## src/rtl/gpio_ovr_pkg.sv

```systemverilog
package gpio_ovr_pkg;
    localparam int PORT_W = 8;
    localparam int ADDR_W = 3;

    localparam logic [ADDR_W-1:0] A_DATA  = 3'd0;
    localparam logic [ADDR_W-1:0] A_DIR   = 3'd1;
    localparam logic [ADDR_W-1:0] A_PULL  = 3'd4;
    localparam logic [ADDR_W-1:0] A_SLEW  = 3'd5;
    localparam logic [ADDR_W-1:0] A_DRIVE = 3'd6;

    typedef struct packed {
        logic [PORT_W-1:0] dat;
        logic [PORT_W-1:0] dir;
        logic [PORT_W-1:0] pull;
        logic [PORT_W-1:0] slew;
        logic [PORT_W-1:0] drv;
    } port_regs_t;

    typedef struct packed {
        logic [PORT_W-1:0] meta;
        logic [PORT_W-1:0] sync;
    } sync_regs_t;
endpackage

```

## src/rtl/gpio_ovr_regfile.sv

```systemverilog
module gpio_ovr_regfile
    import gpio_ovr_pkg::*;
#(
    parameter logic [PORT_W-1:0] IMPL_MASK = 8'h7F
) (
    input  logic              clk,
    input  logic              rst_n,
    input  logic              wr_en,
    input  logic [ADDR_W-1:0] addr,
    input  logic [PORT_W-1:0] wdata,
    output port_regs_t        regs_q
);
    port_regs_t regs_d;
    logic [PORT_W-1:0] wmask;

    always_comb begin
        wmask  = wdata & IMPL_MASK;
        regs_d = regs_q;
        if (wr_en) begin
            case (addr)
                A_DATA:  regs_d.dat  = wmask;
                A_DIR:   regs_d.dir  = wmask;
                A_PULL:  regs_d.pull = wmask;
                A_SLEW:  regs_d.slew = wmask;
                A_DRIVE: regs_d.drv  = wmask;
                default: ;
            endcase
        end
    end

    always_ff @(posedge clk or negedge rst_n) begin
        if (!rst_n) regs_q <= '0;
        else        regs_q <= regs_d;
    end

    // registers are clear on the cycle after reset is seen
    p_reset_clear_r1: assert property (@(posedge clk)
        !rst_n |=> (regs_q == '0));

    // a data write lands in the latch regardless of any claim
    p_latch_write_r9: assert property (@(posedge clk) disable iff (!rst_n)
        (wr_en && addr == A_DATA) |=> (regs_q.dat == ($past(wdata) & IMPL_MASK)));

    // unimplemented bits never hold a one
    p_unimpl_regs_r7: assert property (@(posedge clk) disable iff (!rst_n)
        ((regs_q.dat | regs_q.dir | regs_q.pull | regs_q.slew | regs_q.drv) & ~IMPL_MASK) == '0);
endmodule

```

## src/rtl/gpio_ovr_sync.sv

```systemverilog
module gpio_ovr_sync
    import gpio_ovr_pkg::*;
(
    input  logic              clk,
    input  logic              rst_n,
    input  logic [PORT_W-1:0] pin_in,
    output logic [PORT_W-1:0] pin_sync
);
    sync_regs_t s_d, s_q;

    always_comb begin
        s_d.meta = pin_in;
        s_d.sync = s_q.meta;
    end

    always_ff @(posedge clk or negedge rst_n) begin
        if (!rst_n) s_q <= '0;
        else        s_q <= s_d;
    end

    assign pin_sync = s_q.sync;

    logic [1:0] warm_q;
    always_ff @(posedge clk or negedge rst_n) begin
        if (!rst_n)            warm_q <= '0;
        else if (warm_q != 2'd3) warm_q <= warm_q + 2'd1;
    end

    // the synchronized level is the pin level of two edges before
    p_sync_delay_r8: assert property (@(posedge clk) disable iff (!rst_n)
        (warm_q == 2'd3) |-> (pin_sync == $past(pin_in, 2)));
endmodule

```

## src/rtl/gpio_ovr_pinmux.sv

```systemverilog
module gpio_ovr_pinmux #(
    parameter bit IMPL   = 1'b1,
    parameter bit IS_OSC = 1'b0
) (
    input  logic dir,
    input  logic dat,
    input  logic pull,
    input  logic slew,
    input  logic drv,
    input  logic tmr_en,
    input  logic tmr_oe,
    input  logic tmr_out,
    input  logic kbi_en,
    input  logic osc_en,
    output logic oe,
    output logic out,
    output logic pull_o,
    output logic slew_o,
    output logic drv_o,
    output logic port_drv
);
    logic live;
    logic oe_c, out_c, pdrv_c;

    always_comb begin
        live   = IMPL && !(IS_OSC && osc_en);
        pdrv_c = 1'b0;
        if (kbi_en) begin
            oe_c  = 1'b0;
            out_c = 1'b0;
        end else if (tmr_en) begin
            oe_c  = tmr_oe;
            out_c = tmr_oe & tmr_out;
        end else begin
            oe_c   = dir;
            out_c  = dir & dat;
            pdrv_c = dir;
        end
        oe       = live & oe_c;
        out      = live & out_c;
        port_drv = live & pdrv_c;
        pull_o   = live & pull;
        slew_o   = live & slew;
        drv_o    = live & drv;
    end
endmodule

```

## src/rtl/gpio_ovr_port.sv

```systemverilog
module gpio_ovr_port
    import gpio_ovr_pkg::*;
#(
    parameter logic [PORT_W-1:0] IMPL_MASK = 8'h7F,
    parameter int                OSC_A     = 5,
    parameter int                OSC_B     = 6
) (
    input  logic              clk,
    input  logic              rst_n,
    input  logic              bus_sel,
    input  logic              bus_wr,
    input  logic [ADDR_W-1:0] bus_addr,
    input  logic [PORT_W-1:0] bus_wdata,
    output logic [PORT_W-1:0] bus_rdata,
    input  logic [PORT_W-1:0] pin_in,
    input  logic [PORT_W-1:0] tmr_en,
    input  logic [PORT_W-1:0] tmr_oe,
    input  logic [PORT_W-1:0] tmr_out,
    input  logic [PORT_W-1:0] kbi_en,
    input  logic              osc_en,
    output logic [PORT_W-1:0] pad_oe,
    output logic [PORT_W-1:0] pad_out,
    output logic [PORT_W-1:0] pad_pull,
    output logic [PORT_W-1:0] pad_slew,
    output logic [PORT_W-1:0] pad_drv
);
    port_regs_t        regs;
    logic [PORT_W-1:0] pin_sync;
    logic [PORT_W-1:0] port_drv;
    logic [PORT_W-1:0] data_view;

    gpio_ovr_regfile #(.IMPL_MASK(IMPL_MASK)) u_regs (
        .clk   (clk),
        .rst_n (rst_n),
        .wr_en (bus_sel & bus_wr),
        .addr  (bus_addr),
        .wdata (bus_wdata),
        .regs_q(regs)
    );

    gpio_ovr_sync u_sync (
        .clk     (clk),
        .rst_n   (rst_n),
        .pin_in  (pin_in),
        .pin_sync(pin_sync)
    );

    for (genvar i = 0; i < PORT_W; i++) begin : g_pin
        gpio_ovr_pinmux #(
            .IMPL  (IMPL_MASK[i]),
            .IS_OSC(i == OSC_A || i == OSC_B)
        ) u_mux (
            .dir     (regs.dir[i]),
            .dat     (regs.dat[i]),
            .pull    (regs.pull[i]),
            .slew    (regs.slew[i]),
            .drv     (regs.drv[i]),
            .tmr_en  (tmr_en[i]),
            .tmr_oe  (tmr_oe[i]),
            .tmr_out (tmr_out[i]),
            .kbi_en  (kbi_en[i]),
            .osc_en  (osc_en),
            .oe      (pad_oe[i]),
            .out     (pad_out[i]),
            .pull_o  (pad_pull[i]),
            .slew_o  (pad_slew[i]),
            .drv_o   (pad_drv[i]),
            .port_drv(port_drv[i])
        );

        if (i == OSC_A || i == OSC_B) begin : g_osc_chk
            // oscillator claim silences every pad control on its pins
            p_osc_cut_r6: assert property (@(posedge clk) disable iff (!rst_n)
                osc_en |-> !(pad_oe[i] | pad_out[i] | pad_pull[i] | pad_slew[i] | pad_drv[i]));
        end

        if (IMPL_MASK[i]) begin : g_live_chk
            // keyboard claim makes the pin an input
            p_kbi_input_r5: assert property (@(posedge clk) disable iff (!rst_n)
                kbi_en[i] |-> !pad_oe[i]);
            // timer claim decides direction when nothing outranks it
            p_timer_dir_r4: assert property (@(posedge clk) disable iff (!rst_n)
                (tmr_en[i] && !kbi_en[i] && !(osc_en && (i == OSC_A || i == OSC_B)))
                |-> (pad_oe[i] == tmr_oe[i]));
        end else begin : g_dead_chk
            // absent bit stays silent and reads zero
            p_unimpl_zero_r7: assert property (@(posedge clk) disable iff (!rst_n)
                !(pad_oe[i] | pad_out[i] | pad_pull[i] | pad_slew[i] | pad_drv[i] | bus_rdata[i]));
        end
    end

    always_comb begin
        data_view = ((port_drv & regs.dat) | (~port_drv & pin_sync)) & IMPL_MASK;
        case (bus_addr)
            A_DATA:  bus_rdata = data_view;
            A_DIR:   bus_rdata = regs.dir;
            A_PULL:  bus_rdata = regs.pull;
            A_SLEW:  bus_rdata = regs.slew;
            A_DRIVE: bus_rdata = regs.drv;
            default: bus_rdata = '0;
        endcase
    end
endmodule

```

## config.mk

```make
export PLATFORM = sky130hd
export DESIGN_NAME = gpio_ovr_port
export DESIGN_NICKNAME = d
export VERILOG_FILES = /design/src/rtl/gpio_ovr_pkg.sv /design/src/rtl/gpio_ovr_regfile.sv /design/src/rtl/gpio_ovr_sync.sv /design/src/rtl/gpio_ovr_pinmux.sv /design/src/rtl/gpio_ovr_port.sv
export SDC_FILE = /design/constraint.sdc
export NUM_CORES = 1
export LEC_CHECK = 0
export ABC_CLOCK_PERIOD_IN_PS = 900
export BUFFER_PORTS_ARGS = -buffer_cell sky130_fd_sc_hd__buf_4
export CAP_MARGIN = 0
export CORE_ASPECT_RATIO = 0.5
export CORE_MARGIN = 4
export CORE_UTILIZATION = 40
export CTS_BUF_LIST = sky130_fd_sc_hd__clkbuf_16
export DETAILED_ROUTE_END_ITERATION = 10
export GPL_TIMING_DRIVEN = 0
export MAX_ROUTING_LAYER = met4
export PLACE_DENSITY = 0.81
export SYNTH_ARGS = -nofsm -noshare
export SYNTH_HDL_FRONTEND = slang
export SYNTH_SLANG_ARGS = --single-unit
```

## constraint.sdc

```tcl
create_clock -name clk -period 0.9 [get_ports clk]
set_input_delay 0 -clock clk [delete_from_list [all_inputs] [get_ports clk]]
set_output_delay 0 -clock clk [all_outputs]
set_load 0.005 [all_outputs]
```

==> summary.txt, run 1 <==
Routing
  • Routed vias: 2,318
  • Routed WL: 8760 um
  • Antenna viol nets, final: 0
  • DR iter-0 viols: 101
  • Router iterations before antenna repair: 4
  • Drt wl/cell: 19.7 um
  • Residual DRC count: 0
  • Vias/cell: 5.21

Placement
  • PortBufs: 89
  • Total placed cells including tap cells: 416
  • HPWL Detailed: 5340 um
  • Placed instance area: 3640 sq um
  • RD Place Congestion: 0.780

Power and ir drop
  • Gate power share: 40.0%
  • Tot Pwr: 7.92 mW
  • Total net switching power: 2.18 mW
  • Int Pwr: 5.74 mW
  • Clock power frac: 22.6%
  • Worst IR Drop VDD: 0.000900 V
  • Static Leak: 2.06 nW
  • Switch share: 27.5%
  • Sequential power share: 37.4%
  • Cell Pwr Density: 1790 nW/um^2

Clocking
  • Worst-Skew Late Latency: 0.28 ns
  • CTS tree: built
  • H-tree Lvls: 2
  • Clock sink count: 49
  • Total CTS buffers: 5
  • Max Root-Sink Buffers: 2
  • CTS Root Cell: clkbuf_16
  • Worst-path clk slew: 0.07 ns

Timing
  • Fin. Hold Viols: 0
  • Slew Limit Fails: 0
  • Fmax: 681 MHz
  • Min Tclk post-route: 1.47 ns
  • Slew margin rel.: 58.0%
  • Setup ws final: -0.569 ns
  • Unrepaired setup endpoints after global routing: yes
  • Post-route clock period utilization: 163%
  • Skew final: 0.00115 ns
  • Final setup TNS: -9.92 ns
  • Slew @ Worst Pin: 0.630 ns
  • Final setup fails: 52

Worst setup path
  • CP peak stage delay: 0.42 ns
  • Setup slack, reg-to-reg: -0.20 ns
  • Slowest stage cell, crit path: dfrtp_1
  • Critical path arrival: 1.47 ns
  • Worst Path Required: 0.90 ns
  • Startpoint Class: flip-flop
  • CP endpoint kind: primary output
  • CP bufs+invs: 1
  • RR Endpoint: u_regs.regs_q[24]
  • CP Class: flip-flop to primary output
  • Crit path max fanout: 3
  • Worst reg2reg path depth: 4
  • Worst-path cell chain: nor3b_4 > mux2i_1 > o221ai_1 > buf_4
  • Top delay family on crit path: flip-flops
  • Reg2reg start: u_regs.regs_q[24]

Floorplan
  • Die Y: 66.5 um
  • CORE AREA: 6360 sq um
  • I/O pins: 104
  • Starting Density: 43.1%
  • Row count: 20
  • Die X: 125 um
  • Die ar.: 8320 sq um

Yosys
  • Netlist cell types: 30
  • Flops & latches, synth: 49
  • Ys Warns: 0
  • Post-Syn Instances: 234
  • Mapped Area: 2740 sq um
  • Seq/Total Area, Yosys: 44.8%
  • Synth Area per Inst: 11.7 sq um

Final layout
  • Diode count: 0
  • Area growth syn-to-layout: 61.5%
  • Nets@finish: 412
  • Layout cell share with drive strength beyond 1: 65.0%
  • Most common cell after layout, fill and taps aside: buf_4
  • Commonest cells after routing, fill and taps aside: 79 x buf_4, 58 x buf_6, 49 x dfrtp_1
  • Finished Core Util: 69.6%
  • Layout Cells excl Fill: 445
  • Design area: 4420 sq um

Run status
  • Status: finished, violations left
  • Failing checks: setup timing

Min path
  • Hold endpoint: u_regs.regs_q[34]
  • Worst Hold Launch: bus_addr[1]
  • Hold depth: 4
  • Worst hold path class: input pin to flip-flop

GRT
  • Largest net degree at the start of global routing: 50
  • Global-route wire length before repair: 12,800 um
  • Vias in the first global route: 2,465
  • Total gr overflow: 0
  • Total GRT Usage: 20.0%
  • Initial antenna violation count: 0

Flow run
  • Max_cap viols: 0
[per-stage QoR]
stage,worst slack [ns],hold WS [ns]
finish,-0.569,0.219
global route,-0.633,0.219
CTS,-0.541,0.00589
detailed placement,-0.457,0.0562
global placement,-0.430,0.0501
floorplan,-0.0651,-0.296
[how the worst max path moves through the flow]
stage | start | to | slack, ns | cells past startpoint
detailed placement | bus_addr[0] | u_regs.regs_q[35] | -0.46 | 4
global route | u_regs.regs_q[27] | bus_rdata[3] | -0.63 | 4
global placement | bus_addr[0] | u_regs.regs_q[37] | -0.43 | 4
finish | u_regs.regs_q[27] | bus_rdata[3] | -0.57 | 4
CTS | u_regs.regs_q[30] | bus_rdata[6] | -0.54 | 4
floorplan | bus_addr[1] | u_regs.regs_q[10] | -0.07 | 4
[layout make-up]
type	count	area (sq um)
Buffer	17	153
Multi-Input combinational cell	143	1510
Timing Repair Buffer	140	1280
Tap cell	88	110
Clock inverter	3	12.5
Clock buffer	5	125
Fill cell	393	1930
Sequential cell	49	1230
[layer usage]
metal | vias up | wire length [um] | global-route usage, %
met5 | - | 0 | -
li1 | 1036 | - | -
met4 | 0 | 165 | 5.00
met1 | 1170 | 3420 | 21.7
met3 | 18 | 518 | 3.60
met2 | 94 | 4650 | 38.8
[state kept, by name (all words and copies together) (netlist names)]
register / count
u_sync.s_d: 7
u_regs.regs_q: 35
u_sync.pin_sync: 7
[power by group through the flow]
stage	registers [mW]	logic, mW	clock network [mW]
after global placement	2.93	2.07	0
final	2.96	3.17	1.79
after CTS	2.91	2.82	1.81
after global routing	3.00	3.35	1.90
after floorplan	2.85	1.30	0
after detailed placement	2.96	2.15	0
[worst register-to-register path, stage by stage (launching register included)]
cell and delay [ns]:
dfrtp_1 0.40, buf_6 0.13, buf_6 0.10, buf_6 0.10, mux2_4 0.26
[cells in the mapped netlist (all sizes together)]
cell,number,area share [%]
dfrtp,49,45
buf,46,12
mux2,40,16
mux2i,14,5.1
nor2,14,2.6
nor2b,14,3.2
a21oi,7,1.3
a32oi,7,2.2
nand2,7,0.96
nor3,6,1.9
nor4b,6,1.9
nor3b,5,1.4
o221ai,5,1.6
nand2b,3,0.96
nand3,2,0.55
a31oi,1,0.23
and4b,1,0.37
clkbuf,1,0.14
conb,1,0.14
nand3b,1,0.73
nand4b,1,0.32
o221a,1,0.41
or2,1,0.23
or3,1,0.23
[kinds of logic (layout without fill, tap and decap cells)]
family | after synthesis | count (layout) | synth area share, %
compound gates | 21 | 21 | 5.76
other cells | 1 | 6 | 0.137
simple gates | 62 | 62 | 15.3
mux | 54 | 54 | 21.6
buf+inv | 47 | 165 | 12.5
flops | 49 | 49 | 44.8
[repair_timing]
| item | in CTS | in global routing |
|---|---|---|
| endpoints found under the setup margin | 52 | 62 |
| setup buffers | 26 | 16 |
| pin swaps | 22 | 21 |
| hold buffers | 14 | 1 |
| gates resized for setup | 75 | 45 |
| endpoints found under the hold margin | 80 | 1 |
Power figures use the tool's default switching activity.
==> run 2: changes to the inputs <==
--- a/config.mk
+++ b/config.mk
@@ -5,7 +5,7 @@
 export SDC_FILE = /design/constraint.sdc
 export NUM_CORES = 1
 export LEC_CHECK = 0
-export ABC_CLOCK_PERIOD_IN_PS = 900
+export ABC_CLOCK_PERIOD_IN_PS = 1800
 export BUFFER_PORTS_ARGS = -buffer_cell sky130_fd_sc_hd__buf_4
 export CAP_MARGIN = 0
 export CORE_ASPECT_RATIO = 0.5
@@ -15,7 +15,7 @@
 export DETAILED_ROUTE_END_ITERATION = 10
 export GPL_TIMING_DRIVEN = 0
 export MAX_ROUTING_LAYER = met4
-export PLACE_DENSITY = 0.81
+export PLACE_DENSITY = 0.78
 export SYNTH_ARGS = -nofsm -noshare
 export SYNTH_HDL_FRONTEND = slang
 export SYNTH_SLANG_ARGS = --single-unit
==> constraint.sdc (replaced) <==
create_clock -name clk -period 1.8 [get_ports clk]
set_input_delay 0 -clock clk [delete_from_list [all_inputs] [get_ports clk]]
set_output_delay 0 -clock clk [all_outputs]
set_load 0.005 [all_outputs]
==> run 2 against run 1 <==
Compared with the run above: the run now ends clean; non-clock buffer count shrank 6; combinational power shrank 68%; via count shrank 7.9%.
==> summary.txt, run 2 (synthesized netlist as in run 1, its figures left out) <==
Run status
  • Status: finished clean

Timing
  • Slew @ Worst Pin: 0.622 ns (-0.00823 ns)
  • Skew final: 0.000491 ns (-0.000655 ns)
  • Final setup fails: 0 (-100%)
  • Post-route clock period utilization: 86.8%
  • Min Tclk post-route: 1.56 ns
  • Fin. Hold Viols: 0 (unchanged)
  • Unrepaired setup endpoints after global routing: no
  • Fmax: 640 MHz
  • Setup ws final: 0.238 ns (+0.807 ns)
  • Slew Limit Fails: 0 (unchanged)
  • Slew margin rel.: 58.5% (+0.55 points)
  • Final setup TNS: 0 ns (+9.92 ns)

Final layout
  • Nets@finish: 406 (-1.5%)
  • Layout Cells excl Fill: 439 (-1.3%)
  • Layout cell share with drive strength beyond 1: 54.7% (-10 points)
  • Diode count: 0 (unchanged)
  • Biggest register: u_regs.regs_q
  • Most common cell after layout, fill and taps aside: buf_4
  • Number of flip-flops in the largest register: 35 (unchanged)
  • Commonest cells after routing, fill and taps aside: 132 x buf_4, 49 x dfrtp_1, 40 x mux2_2
  • Area growth syn-to-layout: 39.8%
  • Finished Core Util: 60.2% (-9.4 points)

Clocking
  • Post-cts sizing count: 0 (-100%)
  • Clock sink count: 49 (unchanged)
  • Total CTS buffers: 5 (unchanged)
  • Worst-path clk slew: 0.07 ns (about the same)
  • CTS tree: built
  • H-tree Lvls: 2 (unchanged)
  • CTS Root Cell: clkbuf_16
  • Worst-Skew Late Latency: 0.29 ns (about the same)
  • Postcts setup bufs: 0 (-100%)
  • Max Root-Sink Buffers: 2 (unchanged)
  • Cts hold-fix bufs: 15 (+1)

Worst setup path
  • Crit path max fanout: 4 (+1)
  • Startpoint Class: flip-flop
  • CP endpoint kind: primary output
  • CP peak stage delay: 0.38 ns (-0.04 ns)
  • Worst Path Required: 1.80 ns (+0.90 ns)
  • Worst-path cell chain: nor4b_1 > mux2i_1 > o221ai_1 > buf_4
  • CP Class: flip-flop to primary output
  • Critical path arrival: 1.56 ns (+0.09 ns)
  • Slowest stage cell, crit path: dfrtp_1

Floorplan
  • Die ar.: 8320 sq um (unchanged)
  • CORE AREA: 6360 sq um (unchanged)
  • I/O pins: 104 (unchanged)
  • Die X: 125 um (unchanged)
  • Starting Density: 43.1% (unchanged)
  • Row count: 20 (unchanged)
  • Die Y: 66.5 um (unchanged)

Power and ir drop
  • Cell Pwr Density: 886 nW/um^2 (-51%)
  • Worst IR Drop VDD: 0.000510 V (-43%)
  • Tot Pwr: 3.39 mW (-57%)
  • Static Leak: 1.81 nW (-12%)

GRT
  • Largest net degree at the start of global routing: 50 (unchanged)
  • Initial antenna violation count: 0 (unchanged)
  • Global-route wire length before repair: 11,000 um (-14%)
  • Total gr overflow: 0 (unchanged)
  • Vias in the first global route: 2,289 (-7.1%)
  • Total GRT Usage: 17.2% (-2.8 points)

Placement
  • PortBufs: 89 (unchanged)
  • HPWL Detailed: 5050 um (-5.4%)
  • Total placed cells including tap cells: 416 (unchanged)
  • Pre-CTS setup slack: 0.477 ns (+0.934 ns)
  • RD Place Congestion: 0.815 (+4.6%)

Flow run
  • Max_cap viols: 0 (unchanged)

Routing
  • Residual DRC count: 0 (unchanged)
  • Antenna viol nets, final: 0 (unchanged)
  • Drt wl/cell: 15.5 um (-21%)
  • Routed vias: 2,134 (-7.9%)
  • Vias/cell: 4.86 (-6.7%)
  • Router iterations before antenna repair: 4 (unchanged)
  • DR iter-0 viols: 153 (+51%)
  • Routed WL: 6820 um (-22%)

Min path
  • Worst hold path class: input pin to flip-flop
-- run 2: cell count changes in the layout (fill, tap and decap cells not counted), moves of 3 or more --
cell,change
a21oi_2,-7
nor2_2,-3
buf_6,-58
nor2_1,+4
nor3b_4,-3
mux2_2,+26
nor3b_1,+5
mux2_4,-26
a21oi_1,+7
buf_4,+53
nor2b_1,+12
nor2b_4,-12
-- run 2: critical path, delay by kind of cell (launching register included) --
family / cells / cell delay [ns]
compound gates: 1 / 0.14
buf+inv: 1 / 0.16
flops: 1 / 0.38
mux: 1 / 0.24
simple gates: 1 / 0.36
-- run 2: per-layer routing --
layer / track usage, % / wire length (um)
met5: - / 0
met3: 3.04 / 228
met1: 19.8 / 2830
met2: 31.4 / 3620
met4: 5.41 / 136
-- run 2: cell type report --
| type | count | area (sq um) |
|---|---|---|
| clock buffer | 5 | 125 |
| tap | 88 | 110 |
| timing repair buffer | 104 | 818 |
| clock inverter | 3 | 17.5 |
| fill | 514 | 2530 |
| buffer | 47 | 342 |
| sequential | 49 | 1230 |
| multi-input combinational | 143 | 1190 |
-- run 2: path summary, 6_finish.rpt --
path	to	startpoint	slack [ns]	depth (start not counted)
worst max-delay path	bus_rdata[5]	u_regs.regs_q[29]	0.24	4
worst min-delay path	u_regs.regs_q[26]	bus_addr[1]	0.22	3
worst max register to register	u_regs.regs_q[25]	u_regs.regs_q[25]	1.00	1
worst min register to register	u_sync.pin_sync[6]	u_sync.s_d[6]	0.35	0
max in group asynchronous	u_regs.regs_q[5]	rst_n	1.11	2
min in group asynchronous	u_sync.s_d[0]	rst_n	0.27	2
-- run 2: power by group --
| group | switching [mW] | internal [mW] | leakage [nW] |
|---|---|---|---|
| clock | 0.406 | 0.510 | 0.0712 |
| sequential | 0.153 | 1.30 | 0.592 |
| combinational | 0.348 | 0.673 | 1.15 |
| total | 0.906 | 2.48 | 1.81 |
-- run 2: per-stage QoR --
| stage | cell area [sq um] | hold slack, ns |
|---|---|---|
| final | 3830 | 0.220 |
| after global routing | 3830 | 0.229 |
| after CTS | 3830 | 0.211 |
| after detailed placement | 3540 | 0.0609 |
| after global placement | 3540 | 0.0443 |
| after floorplan | 2760 | -0.296 |
